$ cat src/rtl/pwm_gen_pkg.sv
package pwm_gen_pkg;

  localparam logic [7:0] MODE_PWM_CONT  = 8'd32;
  localparam logic [7:0] MODE_PWM_BURST = 8'd33;

  // strobes from control to datapath
  typedef struct packed {
    logic start;  // generator (re)starts this cycle
    logic tick;   // one tick elapses at this edge
    logic run;    // generator running
  } pwmStrb_t;

  function automatic logic isPwmMode(input logic [7:0] code);
    return (code == MODE_PWM_CONT) || (code == MODE_PWM_BURST);
  endfunction

endpackage

$ cat src/rtl/pwm_gen_ctrl.sv
module pwm_gen_ctrl
  import pwm_gen_pkg::*;
#(
  parameter int CNT_W    = 32,
  parameter int TICK_DIV = 1000
) (
  input  logic             clk,
  input  logic             rstN,
  input  logic [7:0]       modeCode,
  input  logic             enWrStb,
  input  logic             enWrData,
  input  logic [CNT_W-1:0] cycleCount,
  input  logic             periodWrap,
  input  logic             leadActive,
  output pwmStrb_t         strb,
  output logic             enableBit,
  output logic             burstArmed
);

  localparam int DIV_W = (TICK_DIV > 1) ? $clog2(TICK_DIV) : 1;
  localparam logic [CNT_W:0] ONE_X = 1;

  logic             enableQ;
  logic             pwmQ;
  logic             burstQ;
  logic [CNT_W-1:0] cycTarget;
  logic [CNT_W-1:0] cycDone;
  logic             startNow;
  logic             runNow;
  logic             tickNow;
  logic             periodDone;
  logic             burstFinish;

  assign startNow = enWrStb && enWrData && !enableQ;
  assign runNow   = enableQ && pwmQ;

  // tick divider: collapses to a wire when one clock is one tick
  generate
    if (TICK_DIV > 1) begin : g_div
      logic [DIV_W-1:0] divCnt;
      logic             divLast;
      assign divLast = (divCnt == DIV_W'(TICK_DIV - 1));
      always_ff @(posedge clk) begin
        if (!rstN || !runNow) divCnt <= '0;
        else if (divLast)     divCnt <= '0;
        else                  divCnt <= divCnt + 1'b1;
      end
      assign tickNow = runNow && divLast;
    end else begin : g_nodiv
      assign tickNow = runNow;
    end
  endgenerate

  // a period that carried a pulse slot has just ended
  assign periodDone  = tickNow && periodWrap && !leadActive;
  assign burstFinish = burstQ && periodDone &&
                       (({1'b0, cycDone} + ONE_X) >= {1'b0, cycTarget});

  always_ff @(posedge clk) begin
    if (!rstN) begin
      enableQ <= 1'b0;
    end else if (burstFinish) begin
      enableQ <= 1'b0;
    end else if (enWrStb) begin
      enableQ <= enWrData;
    end
  end

  always_ff @(posedge clk) begin
    if (!rstN) begin
      pwmQ      <= 1'b0;
      burstQ    <= 1'b0;
      cycTarget <= '0;
    end else if (startNow) begin
      pwmQ      <= isPwmMode(modeCode);
      burstQ    <= (modeCode == MODE_PWM_BURST);
      cycTarget <= cycleCount;
    end
  end

  always_ff @(posedge clk) begin
    if (!rstN || startNow) cycDone <= '0;
    else if (periodDone)   cycDone <= cycDone + 1'b1;
  end

  assign strb.start = startNow;
  assign strb.tick  = tickNow;
  assign strb.run   = runNow;
  assign enableBit  = enableQ;
  assign burstArmed = burstQ;

endmodule

$ cat src/rtl/pwm_gen_datapath.sv
module pwm_gen_datapath
  import pwm_gen_pkg::*;
#(
  parameter int CNT_W = 32
) (
  input  logic             clk,
  input  logic             rstN,
  input  pwmStrb_t         strb,
  input  logic [CNT_W-1:0] periodTicks,
  input  logic [CNT_W-1:0] widthTicks,
  input  logic             polarity,
  output logic             pwmOut,
  output logic             periodWrap,
  output logic             leadActive,
  output logic [CNT_W-1:0] curPeriod,
  output logic [CNT_W-1:0] curWidth
);

  localparam logic [CNT_W-1:0] ONE   = 1;
  localparam logic [CNT_W:0]   ONE_X = 1;

  logic [CNT_W-1:0] pos;
  logic [CNT_W-1:0] pLat;
  logic [CNT_W-1:0] wLat;
  logic             lead;
  logic             onNow;

  // a zero period behaves as a single tick
  assign periodWrap = ({1'b0, pos} + ONE_X) >= {1'b0, pLat};

  always_ff @(posedge clk) begin
    if (!rstN) begin
      pos  <= '0;
      pLat <= '0;
      wLat <= '0;
      lead <= 1'b0;
    end else if (strb.start) begin
      pos  <= '0;
      pLat <= periodTicks;
      wLat <= widthTicks;
      lead <= 1'b1;
    end else if (strb.tick) begin
      if (periodWrap) begin
        pos  <= '0;
        lead <= 1'b0;
        pLat <= periodTicks;
        wLat <= widthTicks;
      end else begin
        pos <= pos + ONE;
      end
    end
  end

  assign onNow      = strb.run && !lead && (pos < wLat) && (wLat < pLat);
  assign pwmOut     = onNow ^ polarity;
  assign leadActive = lead;
  assign curPeriod  = pLat;
  assign curWidth   = wLat;

endmodule

$ cat src/rtl/pwm_burst_gen.sv
module pwm_burst_gen
  import pwm_gen_pkg::*;
#(
  parameter int CNT_W    = 32,
  parameter int TICK_DIV = 1000
) (
  input  logic             clk,
  input  logic             rstN,
  input  logic [7:0]       modeCode,
  input  logic             enWrStb,
  input  logic             enWrData,
  input  logic [CNT_W-1:0] periodTicks,
  input  logic [CNT_W-1:0] widthTicks,
  input  logic [CNT_W-1:0] cycleCount,
  input  logic             polarity,
  output logic             pwmOut,
  output logic             enableBit
);

  pwmStrb_t         strb;
  logic             periodWrap;
  logic             leadActive;
  logic             burstArmed;
  logic [CNT_W-1:0] curPeriod;
  logic [CNT_W-1:0] curWidth;

  pwm_gen_ctrl #(.CNT_W(CNT_W), .TICK_DIV(TICK_DIV)) u_ctrl (
    .clk        (clk),
    .rstN       (rstN),
    .modeCode   (modeCode),
    .enWrStb    (enWrStb),
    .enWrData   (enWrData),
    .cycleCount (cycleCount),
    .periodWrap (periodWrap),
    .leadActive (leadActive),
    .strb       (strb),
    .enableBit  (enableBit),
    .burstArmed (burstArmed)
  );

  pwm_gen_datapath #(.CNT_W(CNT_W)) u_dp (
    .clk         (clk),
    .rstN        (rstN),
    .strb        (strb),
    .periodTicks (periodTicks),
    .widthTicks  (widthTicks),
    .polarity    (polarity),
    .pwmOut      (pwmOut),
    .periodWrap  (periodWrap),
    .leadActive  (leadActive),
    .curPeriod   (curPeriod),
    .curWidth    (curWidth)
  );

endmodule

$ cat config.mk
export PLATFORM = sky130hd
export DESIGN_NAME = pwm_burst_gen
export DESIGN_NICKNAME = d
export VERILOG_FILES = /design/src/rtl/pwm_gen_pkg.sv /design/src/rtl/pwm_gen_ctrl.sv /design/src/rtl/pwm_gen_datapath.sv /design/src/rtl/pwm_burst_gen.sv
export SDC_FILE = /design/constraint.sdc
export NUM_CORES = 1
export LEC_CHECK = 0
export BUFFER_PORTS_ARGS = -buffer_cell sky130_fd_sc_hd__buf_2
export CAP_MARGIN = 20
export CORE_MARGIN = 5
export CORE_UTILIZATION = 50
export CTS_BUF_LIST = sky130_fd_sc_hd__clkbuf_8 sky130_fd_sc_hd__clkbuf_16
export DETAILED_ROUTE_END_ITERATION = 8
export PLACE_DENSITY_LB_ADDON = 0.2
export SLEW_MARGIN = 20
export SYNTH_ARGS = -nofsm -noshare
export SYNTH_HDL_FRONTEND = slang
export SYNTH_HIERARCHICAL = 1
export SYNTH_SLANG_ARGS = --single-unit
$ cat constraint.sdc
create_clock -name clk -period 4.1 [get_ports clk]
set_input_delay 0 -clock clk [delete_from_list [all_inputs] [get_ports clk]]
set_output_delay 0 -clock clk [all_outputs]
set_load 0.02 [all_outputs]
==> impl_metrics.json <==
{
  "stdcell_count": 2001,
  "fin_nets": 1942,
  "synthesis_stage_register_bit_count": 174,
  "final_max_slew_viol_count": 0,
  "type_of_the_worst_setup_path": "reg -> reg",
  "die-area_mm2": 0.0259,
  "clk_latency_ns": 0.44,
  "power.share.combinational_pct": 15.0,
  "placement.cell_area_mm2": 0.0126,
  "netlist_instances": 1452,
  "antenna_cells_inserted": 0,
  "p_leak_nw": 6.32,
  "root_buffer": "clkbuf_16",
  "layout_common_cells": "nand2_1 (227), dfxtp_1 (164), ha_1 (129), nand3_1 (111)",
  "mostFrequentLayoutCell": "nand2_1",
  "rows": 55,
  "synth_xor_area_share_pct": 6.84,
  "synth.yosys.seq_area_share_pct": 30.6,
  "relSlewSlack_pct": 29.1,
  "syn-mean-instance-area_um2": 7.84,
  "finalWeightedCongestion": 0.915,
  "placedCellCount": 1850,
  "power.sequential.fraction_pct": 43.2,
  "routed-via-count": 10902,
  "p_sw_share_pct": 27.0,
  "synth_compound_area_share_pct": 13.2,
  "synth-edff-count": 0,
  "total_switching_power_mw": 1.11,
  "cts_buffer_depth": 2,
  "port-buffer-count": 110,
  "power.internal_mw": 2.99,
  "core_area_mm2": 0.0225,
  "finalHoldViolCount": 0,
  "reg_to_reg_setup_timing_slack_ns": 0.03,
  "cp.arrival_ns": 4.43,
  "cts_tree": "built",
  "start_util_pct": 50.6,
  "crit_path_start_kind": "flip-flop",
  "dr_drc_count": 0,
  "wl_per_cell_um": 15.4,
  "grt_antenna_before_repair": 0,
  "achievable-frequency_ghz": 0.246,
  "synth_warnings": 6,
  "dr_iter_0_viols": 530,
  "clk_pin_slew_worst_paths_ns": 0.07,
  "rsz0062_at_grt": "yes",
  "finalWirelength_um": 30800,
  "yosys-mux-area-fraction_pct": 0.0989,
  "ordered_list_of_cells_on_the_worst_path": "and3_4 > nand3_4 > nor3_4 > nand2_4 > or4_4 > xnor2_1 > ha_1 > nand4_1 > inv_1 > a221oi_2 > o211ai_1 > a21oi_2 > inv_2 > nand4b_1 > buf_4 > nor4_4 > buf_4 > nand4_1 > or4_1 > nand2_1",
  "cp_max_fo": 4,
  "worst_ir_drop_vdd_mv": 0.253,
  "postLayoutCellArea_mm2": 0.0147,
  "global_route.usage.total_pct": 23.1,
  "cts_buffer_count": 17,
  "worst-endpoint-required_ns": 4.46,
  "vias_per_cell": 5.45,
  "ios": 111,
  "n_fill_cell": 1828,
  "fp.dieW_um": 161,
  "cp_slowest_cell": "or4_1",
  "post_synth_fa_ha_maj_area_fraction_pct": 14.2,
  "synthArstFlopShare_pct": 0,
  "final.min_clock_period_ns": 4.07,
  "overflow": 0,
  "first_global_vias": 10500,
  "cts.htree.levels": 4,
  "drtPass1Iterations": 5,
  "post_synth_num_cell_types": 67,
  "grt_start_max_net_pins": 133,
  "syn_to_final_growth_pct": 28.9,
  "worstMarginPinSlew_ns": 1.05,
  "postSynthNetCount": 1690,
  "status": "complete, no violations",
  "dp_hpwl_um": 21100,
  "critical_path_end_type": "flip-flop",
  "power_density_mw_per_mm2": 279,
  "clock_sinks": 174,
  "synth_simple_gate_area_share_pct": 28.7,
  "postRouteAntennaNets": 0,
  "period_share_pct": 99.2,
  "timing.final.setup_violations": 0,
  "dominant_combinational_cell_family_by_area_after_synthesis": "simple AND/OR/NAND/NOR gates",
  "yosys_most_used_dff": "dfxtp_1",
  "drv.max_cap_violation_count": 0,
  "slowest_delay_ns": 0.52,
  "share_of_final_layout_standard_cells_stronger_than_drive_strength_1_pct": 18.2,
  "grt_first_pass_wirelength_um": 49900,
  "die-height_um": 161,
  "worstHoldPathType": "in -> reg",
  "worst_clock_skew_ns": 0.0189,
  "clkPwrFrac_pct": 41.7,
  "syn_area_mm2": 0.0114
}
==> registers in the layout (all words and copies together), names as in the netlist <==
signal,count
u_ctrl/burstArmed,1
u_ctrl/cycDone,32
u_ctrl/cycTarget,32
u_ctrl/enableBit,1
u_ctrl/g_div.divCnt,10
u_ctrl/pwmQ,1
u_dp/curPeriod,32
u_dp/curWidth,32
u_dp/leadActive,1
u_dp/pos,32
==> logic make-up after synthesis <==
logic type / Yosys count
AND/OR/NAND/NOR: 620
AO/OA/AOI/OAI: 256
buffers and inverters: 183
flip-flops: 174
adder cells (fa/ha/maj): 129
XOR/XNOR: 89
multiplexers: 1
==> path summary, 6_finish.rpt <==
check | endpoint | cells past startpoint | startpoint
setup reg to reg | u_ctrl/cycDone[15] | 20 | u_dp/pos[2]
setup / recovery | u_ctrl/cycDone[15] | 20 | u_dp/pos[2]
hold reg to reg | u_ctrl/cycTarget[7] | 2 | u_ctrl/cycTarget[7]
hold / removal | u_ctrl/cycTarget[28] | 2 | rstN
==> layout make-up <==
class	count	area [µm²]	share of cell area, %
Multi-Input combinational cell	1096	7410	50.5
Sequential cell	174	3500	23.8
Clock buffer	17	425	2.90
Tap cell	285	357	2.43
Clock inverter	14	180	1.23
Inverter	109	409	2.79
Timing Repair Buffer	306	2400	16.3
==> metrics by stage <==
| step | power (mW) | utilization, % | setup TNS (ns) | hold WS, ns | worst slack, ns |
|---|---|---|---|---|---|
| floorplan | 2.12 | - | 0 | 0.140 | 0.0000671 |
| global placement | 2.30 | 56.2 | -0.262 | 0.244 | -0.0534 |
| detailed placement | 2.32 | 56.2 | -1.06 | 0.250 | -0.114 |
| CTS | 4.11 | 64.3 | -0.0357 | 0.00800 | -0.0357 |
| global route | 4.28 | 65.2 | -2.11 | 0.0173 | -0.229 |
| finish | 4.10 | 65.2 | 0 | 0.0150 | 0.0346 |
==> power by group through the flow <==
stage	Sequential (mW)	Clock [mW]	Combinational, mW
global route	1.78	1.81	0.686
CTS	1.77	1.74	0.598
global placement	1.81	0	0.496
detailed placement	1.81	0	0.505
floorplan	1.80	0	0.323
finish	1.77	1.71	0.617
==> critical path, delay by kind of cell (launching register included) <==
family,cells,cell delay [ns]
AO/OA/AOI/OAI,3,0.41
flip-flops,1,0.34
AND/OR/NAND/NOR,11,2.25
adder cells (fa/ha/maj),1,0.29
buffers and inverters,4,0.55
XOR/XNOR,1,0.14
==> cells in the mapped netlist (all sizes together) (2+ instances only) <==
cell type	instances	area, µm²
clkbuf	48	180
or2	5	31.3
or4	10	82.6
a41oi	2	17.5
nor3	13	81.3
nor4	19	211
nand3b	22	165
o31ai	4	30.0
a211oi	7	52.6
inv	108	405
a31oi	2	12.5
nand2	231	880
and4	7	62.6
nor4b	15	131
dfxtp	174	3480
nand3	117	603
o311ai	2	17.5
nand2b	15	93.8
buf	26	141
and2	10	62.6
nand4b	4	35.0
o21ai	113	566
nor2	69	267
or3	8	50.1
nand4	41	263
a21oi	60	300
o21a	2	15.0
nor2b	2	12.5
and4b	6	61.3
nor3b	3	22.5
a221oi	5	43.8
xnor2	49	429
ha	129	1610
a21boi	33	248
xor2	40	350
a21o	10	75.1
o211ai	8	60.1
a22oi	2	15.0
and3	22	144
==> layer usage <==
layer / wire length (µm) / track usage [%]
met1: 14000 / 29.7
met2: 15000 / 40.6
met3: 1290 / 3.49
met4: 577 / 5.70
met5: 0 / 0
==> timing repair <==
item                       4_1_cts  5_1_grt
hold buffers                   101        0
setup buffers                   11        5
gates cloned                     1        2
pin swaps                       23       20
hold endpoints to repair        98        0
gates resized for setup         36       24
setup endpoints to repair       16       86
(Power assumes the default switching activity.)
